### src/rtl/boot_loader_pkg.sv
package boot_loader_pkg;
    typedef enum logic [2:0] {
        LD_OFF, LD_COUNT, LD_ADDR, LD_DATA, LD_RUN, LD_DONE
    } ld_state_t;

    typedef enum logic [1:0] {
        RX_IDLE, RX_START, RX_BITS, RX_STOP
    } rx_state_t;
endpackage

### src/rtl/boot_uart_rx.sv
module boot_uart_rx #(
    parameter int OS = 16,
    parameter int DW = 8
) (
    input  logic          clk,
    input  logic          rst_n,
    input  logic          tick,
    input  logic          rxd,
    output logic [DW-1:0] data,
    output logic          valid,
    output logic          ferr
);
    import boot_loader_pkg::*;
    localparam int CW = $clog2(OS);
    localparam int BW = $clog2(DW);

    rx_state_t     st;
    logic [CW-1:0] cnt;
    logic [BW-1:0] bidx;
    logic [DW-1:0] sh;
    logic          s1, s2;

    always_ff @(posedge clk) begin
        if (!rst_n) begin
            s1 <= 1'b1;
            s2 <= 1'b1;
        end else begin
            s1 <= rxd;
            s2 <= s1;
        end
    end

    always_ff @(posedge clk) begin
        if (!rst_n) begin
            st    <= RX_IDLE;
            cnt   <= '0;
            bidx  <= '0;
            sh    <= '0;
            data  <= '0;
            valid <= 1'b0;
            ferr  <= 1'b0;
        end else begin
            valid <= 1'b0;
            ferr  <= 1'b0;
            if (tick) begin
                unique case (st)
                    RX_IDLE: if (!s2) begin
                        st  <= RX_START;
                        cnt <= '0;
                    end
                    RX_START: if (cnt == CW'(OS/2 - 1)) begin
                        cnt  <= '0;
                        bidx <= '0;
                        st   <= s2 ? RX_IDLE : RX_BITS;
                    end else cnt <= cnt + 1'b1;
                    RX_BITS: if (cnt == CW'(OS - 1)) begin
                        cnt <= '0;
                        sh  <= {s2, sh[DW-1:1]};
                        if (bidx == BW'(DW - 1)) st <= RX_STOP;
                        else bidx <= bidx + 1'b1;
                    end else cnt <= cnt + 1'b1;
                    RX_STOP: if (cnt == CW'(OS - 1)) begin
                        cnt <= '0;
                        st  <= RX_IDLE;
                        if (s2) begin
                            data  <= sh;
                            valid <= 1'b1;
                        end else ferr <= 1'b1;
                    end else cnt <= cnt + 1'b1;
                    default: st <= RX_IDLE;
                endcase
            end
        end
    end
endmodule

### src/rtl/boot_uart_tx.sv
module boot_uart_tx #(
    parameter int OS = 16,
    parameter int DW = 8
) (
    input  logic          clk,
    input  logic          rst_n,
    input  logic          tick,
    input  logic          load,
    input  logic [DW-1:0] din,
    output logic          ready,
    output logic          txd
);
    localparam int CW  = $clog2(OS);
    localparam int FW  = DW + 2;
    localparam int NBW = $clog2(FW);

    logic [DW-1:0]  hold;
    logic           hold_full;
    logic [FW-1:0]  sh;
    logic           busy;
    logic [CW-1:0]  cnt;
    logic [NBW-1:0] nb;

    always_ff @(posedge clk) begin
        if (!rst_n) begin
            hold      <= '0;
            hold_full <= 1'b0;
            sh        <= '1;
            busy      <= 1'b0;
            cnt       <= '0;
            nb        <= '0;
        end else begin
            if (load) begin
                hold      <= din;
                hold_full <= 1'b1;
            end
            if (tick) begin
                if (!busy) begin
                    if (hold_full) begin
                        sh        <= {1'b1, hold, 1'b0};
                        busy      <= 1'b1;
                        cnt       <= '0;
                        nb        <= '0;
                        hold_full <= 1'b0;
                    end
                end else if (cnt == CW'(OS - 1)) begin
                    cnt <= '0;
                    sh  <= {1'b1, sh[FW-1:1]};
                    if (nb == NBW'(FW - 1)) busy <= 1'b0;
                    else nb <= nb + 1'b1;
                end else cnt <= cnt + 1'b1;
            end
        end
    end

    assign ready = !hold_full;
    assign txd   = busy ? sh[0] : 1'b1;
endmodule

### src/rtl/boot_seq.sv
module boot_seq #(
    parameter int           AW       = 24,
    parameter int           WW       = 24,
    parameter int           MW       = 3,
    parameter logic [MW-1:0] MODE_SEL = 3'b110
) (
    input  logic          clk,
    input  logic          rst_n,
    input  logic [MW-1:0] boot_mode,
    input  logic          rx_valid,
    input  logic [7:0]    rx_data,
    input  logic          tx_ready,
    output logic          tx_load,
    output logic [7:0]    tx_byte,
    output logic          mem_we,
    output logic [AW-1:0] mem_addr,
    output logic [WW-1:0] mem_wdata,
    output logic          run_go,
    output logic [AW-1:0] run_entry
);
    import boot_loader_pkg::*;
    localparam int BPW = WW / 8;
    localparam int IW  = $clog2(BPW);

    ld_state_t     state, nxt;
    logic [IW-1:0] bidx;
    logic [WW-9:0] part;
    logic [WW-1:0] word, cnt_left;
    logic [AW-1:0] start_addr, wr_addr;
    logic          pend, active, word_done;

    assign active    = (state == LD_COUNT) || (state == LD_ADDR) || (state == LD_DATA);
    assign word_done = rx_valid && active && (bidx == IW'(BPW - 1));
    assign word      = {rx_data, part};

    always_ff @(posedge clk) begin
        if (!rst_n) state <= LD_OFF;
        else        state <= nxt;
    end

    always_comb begin
        nxt = state;
        unique case (state)
            LD_OFF:   if (boot_mode == MODE_SEL) nxt = LD_COUNT;
            LD_COUNT: if (word_done) nxt = LD_ADDR;
            LD_ADDR:  if (word_done) nxt = (cnt_left == '0) ? LD_RUN : LD_DATA;
            LD_DATA:  if (word_done && cnt_left == WW'(1)) nxt = LD_RUN;
            LD_RUN:   nxt = LD_DONE;
            LD_DONE:  nxt = LD_DONE;
            default:  nxt = LD_OFF;
        endcase
    end

    always_comb begin
        mem_we    = word_done && (state == LD_DATA);
        mem_addr  = wr_addr;
        mem_wdata = word;
        run_go    = (state == LD_RUN);
        run_entry = start_addr;
        tx_load   = pend && tx_ready;
    end

    always_ff @(posedge clk) begin
        if (!rst_n) begin
            bidx       <= '0;
            part       <= '0;
            cnt_left   <= '0;
            start_addr <= '0;
            wr_addr    <= '0;
            pend       <= 1'b0;
            tx_byte    <= '0;
        end else begin
            if (rx_valid && active) begin
                pend    <= 1'b1;
                tx_byte <= rx_data;
                part    <= {rx_data, part[WW-9:8]};
                bidx    <= word_done ? '0 : bidx + 1'b1;
            end else if (tx_load) begin
                pend <= 1'b0;
            end
            if (word_done) begin
                unique case (state)
                    LD_COUNT: cnt_left <= word;
                    LD_ADDR: begin
                        start_addr <= word[AW-1:0];
                        wr_addr    <= word[AW-1:0];
                    end
                    LD_DATA: begin
                        wr_addr  <= wr_addr + AW'(1);
                        cnt_left <= cnt_left - WW'(1);
                    end
                    default: ;
                endcase
            end
        end
    end
endmodule

### src/rtl/serial_boot_loader.sv
module serial_boot_loader #(
    parameter int AW = 24,
    parameter int WW = 24,
    parameter int OS = 16
) (
    input  logic          clk,
    input  logic          rst_n,
    input  logic          os_tick,
    input  logic [2:0]    boot_mode,
    input  logic          rxd,
    output logic          txd,
    output logic          mem_we,
    output logic [AW-1:0] mem_addr,
    output logic [WW-1:0] mem_wdata,
    output logic          run_go,
    output logic [AW-1:0] run_entry,
    output logic          frame_err
);
    logic [7:0] rx_data, tx_byte;
    logic       rx_valid, tx_load, tx_ready;

    boot_uart_rx #(.OS(OS), .DW(8)) rx_i (
        .clk(clk), .rst_n(rst_n), .tick(os_tick), .rxd(rxd),
        .data(rx_data), .valid(rx_valid), .ferr(frame_err)
    );

    boot_uart_tx #(.OS(OS), .DW(8)) tx_i (
        .clk(clk), .rst_n(rst_n), .tick(os_tick), .load(tx_load),
        .din(tx_byte), .ready(tx_ready), .txd(txd)
    );

    boot_seq #(.AW(AW), .WW(WW), .MW(3), .MODE_SEL(3'b110)) seq_i (
        .clk(clk), .rst_n(rst_n), .boot_mode(boot_mode),
        .rx_valid(rx_valid), .rx_data(rx_data), .tx_ready(tx_ready),
        .tx_load(tx_load), .tx_byte(tx_byte), .mem_we(mem_we),
        .mem_addr(mem_addr), .mem_wdata(mem_wdata),
        .run_go(run_go), .run_entry(run_entry)
    );
endmodule

### config.mk
export PLATFORM = sky130hd
export DESIGN_NAME = serial_boot_loader
export DESIGN_NICKNAME = d
export VERILOG_FILES = /design/src/rtl/boot_loader_pkg.sv /design/src/rtl/boot_uart_rx.sv /design/src/rtl/boot_uart_tx.sv /design/src/rtl/boot_seq.sv /design/src/rtl/serial_boot_loader.sv
export SDC_FILE = /design/constraint.sdc
export NUM_CORES = 1
export LEC_CHECK = 0
export ABC_AREA = 1
export BUFFER_PORTS_ARGS = -buffer_cell sky130_fd_sc_hd__buf_2
export CAP_MARGIN = 40
export CORE_ASPECT_RATIO = 0.7
export CORE_UTILIZATION = 40
export DETAILED_ROUTE_END_ITERATION = 7
export PLACE_DENSITY = 0.69
export REMOVE_ABC_BUFFERS = 1
export SLEW_MARGIN = 20
export SYNTH_ARGS = -nofsm -noshare
export SYNTH_HDL_FRONTEND = slang
export SYNTH_SLANG_ARGS = --single-unit
export TNS_END_PERCENT = 10
### constraint.sdc
create_clock -name clk -period 1.5 [get_ports clk]
set_input_delay 0 -clock clk [delete_from_list [all_inputs] [get_ports clk]]
set_output_delay 0 -clock clk [all_outputs]
set_load 0.05 [all_outputs]
# After elaboration in Yosys (flattened, before gate mapping)
# Index checks and enable logic that the tools add are counted.
word_totals:
  word_cells: 135
  input_bits: 7
  regBits: 159
  out_inout_bits: 76
classes:
  addsub: 7
  mux: 46
  n_reduce_logical: 31
  eq_ne: 28
op_table:
  columns: ["operator", "count"]
  rows:
  - ["24-bit one-hot mux with 2 select lines", 2]
  - ["4-bit 2-to-1 mux", 9]
  - ["10-bit 2-to-1 mux", 3]
  - ["24-bit by 1-bit adder with 24-bit output, second input constant", 1]
  - ["24-bit by 1-bit == test with 1-bit output, second input constant", 1]
  - ["24-bit logical NOT", 1]
  - ["3-bit 2-to-1 mux", 8]
  - ["24-bit by 1-bit subtractor with 24-bit output, second input constant", 1]
  - ["2-bit by 1-bit != test with 1-bit output, second input constant", 8]
  - ["4-bit AND reduction", 4]
  - ["3-bit one-hot mux with 5 select lines", 1]
  - ["2-bit 2-to-1 mux", 7]
  - ["1-bit 2-to-1 mux", 13]
  - ["4-bit by 1-bit adder with 4-bit output, second input constant", 3]
  - ["3-bit == test, second input constant", 4]
  - ["4-bit == test, second input constant", 3]
  - ["4-bit one-hot mux with 3 select lines", 1]
  - ["2-bit AND reduction", 5]
  - ["2-bit nonzero test", 5]
  - ["2-bit != test, second input constant", 4]
  - ["2-bit one-hot mux with 4 select lines", 1]
  - ["2-bit == test, second input constant", 3]
  - ["3-bit by 2-bit == test with 1-bit output, second input constant", 2]
  - ["3-bit one-hot mux with 2 select lines", 1]
  - ["other kinds (14)", 21]

# Logic depth before layout (Yosys ltp)
logic_depth:
  ltp_word: 8
  ltp_mapped: 10
  ltp_nobuf: 10

# Hierarchy
# A second synthesis with hierarchy kept.
unflattened:
  hier_cells: 1148
  hier_area_um2: 7716.2
modules_own_cells:
  columns: ["module", "cells_per_inst", "instances", "area_each_um2"]
  rows:
  - ["boot_seq", 813, 1, 5205.0]
  - ["boot_uart_tx", 174, 1, 1278.7]
  - ["boot_uart_rx", 161, 1, 1232.4]

# Least setup slack after synthesis
# OpenSTA, ideal clock, no wires.
synth_timing:
  path_type: "reg-to-reg"
  start: "reg seq_i.wr_addr[1] (netlist: seq_i.mem_addr[1])"
  end: "reg seq_i.wr_addr[16] (netlist: seq_i.mem_addr[16])"
  required_ns: 1.380
  arrival_time_ns: 1.768
  path_stages_with_launch: 9
  path_slack_ns: -0.388
  path_buffers: 0
  path_cell_list: "dfxtp_1 -> ha_1 -> nand2_1 -> nor2_1 -> nand3_1 -> nor2_1 -> nand2_1 -> nand3_1 -> a21oi_1"
synth_between:
  elab_chain_cells: 2
synth_rtl:
  columns: ["element", "line_no", "rtl"]
  rows:
  - ["start, declared", "boot_seq.sv:29", "logic [AW-1:0] start_addr, wr_addr;"]
  - ["start signal, assigned", "boot_seq.sv:86", "wr_addr <= word[AW-1:0];"]
  - ["start signal, assigned", "boot_seq.sv:89", "wr_addr <= wr_addr + AW'(1);"]
  - ["24-bit by 1-bit adder with 24-bit output", "boot_seq.sv:89", null]
  - ["24-bit one-hot mux with 2 select lines", "boot_seq.sv:82", "unique case (state)"]
# No other way between the ends.
# A chain may end at the register's enable or synchronous reset.

# Worst setup path in the final report
layout_timing:
  start: "reg seq_i.state[0]"
  end: "reg seq_i.start_addr[5] (netlist: seq_i.run_entry[5])"
layout_between:
  elab_chain_cells: 6
  elab_cells_between_ends: 8
layout_rtl:
  columns: ["element", "line_no", "rtl"]
  rows:
  - ["start, declared", "boot_seq.sv:25", "ld_state_t state, nxt;"]
  - ["start signal, assigned", "boot_seq.sv:38", "else state <= nxt;"]
  - ["3-bit by 1-bit == test with 1-bit output / 3-bit by 2-bit == test with 1-bit output (equally long branches)", "boot_seq.sv:32, boot_seq.sv:82", null]
  - ["1-bit logical OR (2 in a row)", "boot_seq.sv:32", "assign active = (state == LD_COUNT) || (state == LD_ADDR) || (state == LD_DATA);"]
  - ["1-bit logical AND (2 in a row)", "boot_seq.sv:33", "assign word_done = rx_valid && active && (bidx == IW'(BPW - 1));"]
  - ["2-bit AND reduction (no source line) (*)", null, null]
  - ["end signal, assigned", "boot_seq.sv:85", "start_addr <= word[AW-1:0];"]
  - ["end, declared", "boot_seq.sv:29", null]
# Mark *: on every way between the ends. The rest lies on a longest branch, timed or not.

==> key figures <==
Run status
  • Status: complete, but fails checks
  • Failing checks: setup timing

Critical path
  • Worst R2R Path Depth: 9
  • WP data required: 1860 ps
  • Critical path class: flop to flop
  • Worst path bufs/invs: 3
  • WP data arrival: 1920 ps
  • Most frequent CP cell: nor2_4
  • Critical-path maximum fanout: 6
  • CP max stage delay: 380 ps
  • CP cell instances: buf_6 > nor2_4 > nor2_4 > nand3_4 > nor2_4 > buf_12 > buf_6 > o21ai_0 > a21oi_1
  • CP startpoint: seq_i.state[0]$_SDFFE_PN0P_
  • Critical path launch point type: flop
  • WP depth: 9
  • Slowest CP cell: dfxtp_4
  • Top delay family on crit path: simple AND/OR/NAND/NOR gates
  • Launch point of the worst reg-to-reg path: seq_i.state[0]$_SDFFE_PN0P_
  • Critical path endpoint category: flop

Detailed routing
  • Vias per cell: 5.29
  • Initial DRC Count: 750
  • Routed WL: 23600 microns
  • Drt drc: 0
  • Post-route ant nets: 0
  • Via count: 7741
  • WL/cell: 16.2 microns
  • First-pass detailed-route iteration total: 5

STA
  • Tmin final: 1560 ps
  • Max-slew headroom: 0.636
  • RSZ-0062 raised after global routing: yes
  • Skew final: 13.7 ps
  • Hold Vio Cnt, Final: 0
  • Peak Freq: 640 MHz
  • Final WS setup: -61.6 ps
  • Max Slew Vio Count: 0
  • Worst slew pin tran: 540 ps
  • Hold slack: 22.7 ps
  • Final Setup Violations: 13
  • Final period util: 1.04

Min path
  • Worst Hold Class: primary input to flop
  • Hold Crit Start: os_tick
  • Hold path cells: 4

Yosys
  • Sequential share of the synthesized area: 0.419
  • Seq cells post-synth: 150
  • Synth Warn #: 0
  • Ys async rst share: 0
  • Post-synth top flop: dfxtp_1
  • EDFF count, synth: 0
  • Commonest cells post-synth: nor2_1, nand2_1, dfxtp_1, a21oi_1, o21ai_0
  • Netlist Area Pre-Place: 7160 sq um
  • Synth Area per Inst: 6.90 sq um
  • Cells after Synth: 1039
  • Synth top area cells: dfxtp_1, nor2_1, nand2_1
  • Top-count cell post-synth: nor2_1
  • Netlist cell types: 37
  • Yosys top cell by area: dfxtp_1
  • Share of the synthesized area in the top cell type: 0.419

Run
  • MaxCap Viol Count: 0

GRT
  • First-pass GRT wire length: 34600 microns
  • GRT overflow: 0
  • Initial antenna violation count: 0
  • GR Util All Layers: 0.237
  • Largest net degree at the start of global routing: 43
  • Number of global-route vias before repair: 6518

Clocking
  • Sink Count: 150
  • Root Buffer: clkbuf_16
  • Clock slew seen by the registers of the worst setup and hold paths: 70 ps
  • Worst-Skew Late Latency: 430 ps
  • H-tree depth: 4
  • CTS max path bufs: 2
  • Inserted Clock Buffers: 17
  • CTS tree: yes

Floorplan
  • Die Width: 162 microns
  • Number of I/O pins: 83
  • Rows: 40
  • Die Area: 18500 sq um
  • Height of the die: 114 microns
  • Starting Density: 0.414
  • Core box area: 17300 sq um

Placement
  • Post-Place Cells: 1408
  • Gpl congestion: 0.908
  • Placed inst area: 8530 sq um
  • DP HPWL: 15600 microns
  • Port Buffer Count: 82
  • DP Worst Slack: -160 ps

Pwr
  • Internal Pwr Total: 0.00684 W
  • Seq pwr share: 0.432
  • Sw power: 0.00256 W
  • Clock Power Share: 0.456
  • Leak: 4.33 nW
  • Final Power: 0.00941 W
  • Combinational share of power: 0.113
  • Sw Share: 0.272
  • Power Dens Cells: 961 nW/um^2
  • Peak supply drop: 0.000803 V

Final layout
  • Final Instance Count excl. Fillers: 1462
  • Final instance area: 9790 sq um
  • Antenna Cells: 0
  • # fillers: 1616
  • Share of cells above drive strength 1: 0.279
  • Area Overhead vs Synth: 36.6%
  • NumNets Final: 1235
cell families (layout without fill, tap and decap cells):
family	count (synthesis)	in the layout	share of synthesized area
xor+xnor	16	16	0.0196
compound gates	272	272	0.200
flops	150	150	0.419
fa+ha+maj	10	10	0.0175
simple gates	467	468	0.274
buf+inv	124	315	0.0699
flip-flops by register name, indices dropped and copies added, names as in the netlist, 2 cells and up, named ones only:
| signal | flops |
|---|---|
| rx_i.bidx | 3 |
| seq_i.bidx | 2 |
| seq_i.part | 16 |
| tx_i.cnt | 4 |
| tx_i.sh | 9 |
| seq_i.run_entry | 24 |
| seq_i.mem_addr | 24 |
| rx_i.cnt | 4 |
| tx_i.hold | 8 |
| seq_i.cnt_left | 24 |
| rx_i.data | 8 |
| tx_i.nb | 4 |
| rx_i.sh | 8 |
| seq_i.state | 3 |
worst reg2reg max path, cell delays in order, from the launching register on:
cell,delay (ps)
dfxtp_4,380
buf_6,100
nor2_4,40
nor2_4,140
nand3_4,120
nor2_4,180
buf_12,150
buf_6,140
o21ai_0,100
a21oi_1,140
repair_timing:
item | 4_1_cts | 5_1_grt
gates resized for setup | 32 | 114
pin swaps | 5 | 20
setup endpoints to repair | 36 | 98
hold endpoints to repair | 6 | 0
gates cloned | 1 | 8
buffers inserted | 2 | 9
hold buffers | 2 | 0
placed cells by master (no fill, tap or decap), types with 3 or more instances in the layout:
master      instances
o21ai_1            23
nor2_1            160
nand2_4             4
dfxtp_1           133
a21oi_2             3
inv_1              67
inv_2               9
nor2_4             15
a211oi_1            3
o21ai_2             3
clkinvlp_4          3
xnor2_1            10
nand3_1            46
nand2_2             8
nand3_2             3
nand2_1           170
buf_2              80
or2_2               8
ha_1                4
o311ai_0            6
nand3_4             4
nor2_2             21
a21oi_1           120
buf_12             10
nor3_1             10
nand3b_1            5
xor2_1              5
clkbuf_16          22
inv_6               7
nand4_1            11
dfxtp_2            16
ha_4                4
o21bai_1            4
o21ai_0           101
buf_6              15
buf_4              91
final timing paths:
| path | to | slack (ps) |
|---|---|---|
| max reg2reg | seq_i.run_entry[5]$_SDFFE_PN0P_ | -60 |
| max | seq_i.run_entry[5]$_SDFFE_PN0P_ | -60 |
| min reg2reg | rx_i.s2$_SDFF_PN1_ | 420 |
| min | tx_i.busy$_SDFFE_PN0P_ | 20 |
layer usage:
layer / vias to the layer above / part of all wire / global-route usage
met1: 3575 / 0.49 / 0.364
li1: 3802 / - / -
met2: 334 / 0.41 / 0.331
met4: 0 / 0.013 / 0.0642
met3: 30 / 0.086 / 0.0444
met5: - / 0 / 0
per-stage QoR:
step | util | setup TNS, ps
after global placement | 0.492 | -592
after floorplan | - | -19700
after CTS | 0.534 | -116
final | 0.565 | -338
after detailed placement | 0.492 | -1550
after global routing | 0.565 | -3340
power by group through the flow:
stage	logic [W]	registers [W]	clock network, W
6_report	0.00106	0.00406	0.00428
4_1_cts	0.000800	0.00404	0.00429
5_1_grt	0.00115	0.00406	0.00444
3_5_place_dp	0.000773	0.00413	0
3_3_place_gp	0.000768	0.00413	0
2_1_floorplan	0.000446	0.00413	0
layout make-up:
type / count / area [sq um] / share of cell area
multi-input cells: 766 / 3990 / 0.407
flip-flops and latches: 150 / 3030 / 0.309
repair buffers: 203 / 1600 / 0.163
clock buffers: 18 / 439 / 0.0449
inverters: 80 / 310 / 0.0317
well taps: 231 / 289 / 0.0295
clock inverters: 14 / 138 / 0.0141
Power figures use the tool's default switching activity.
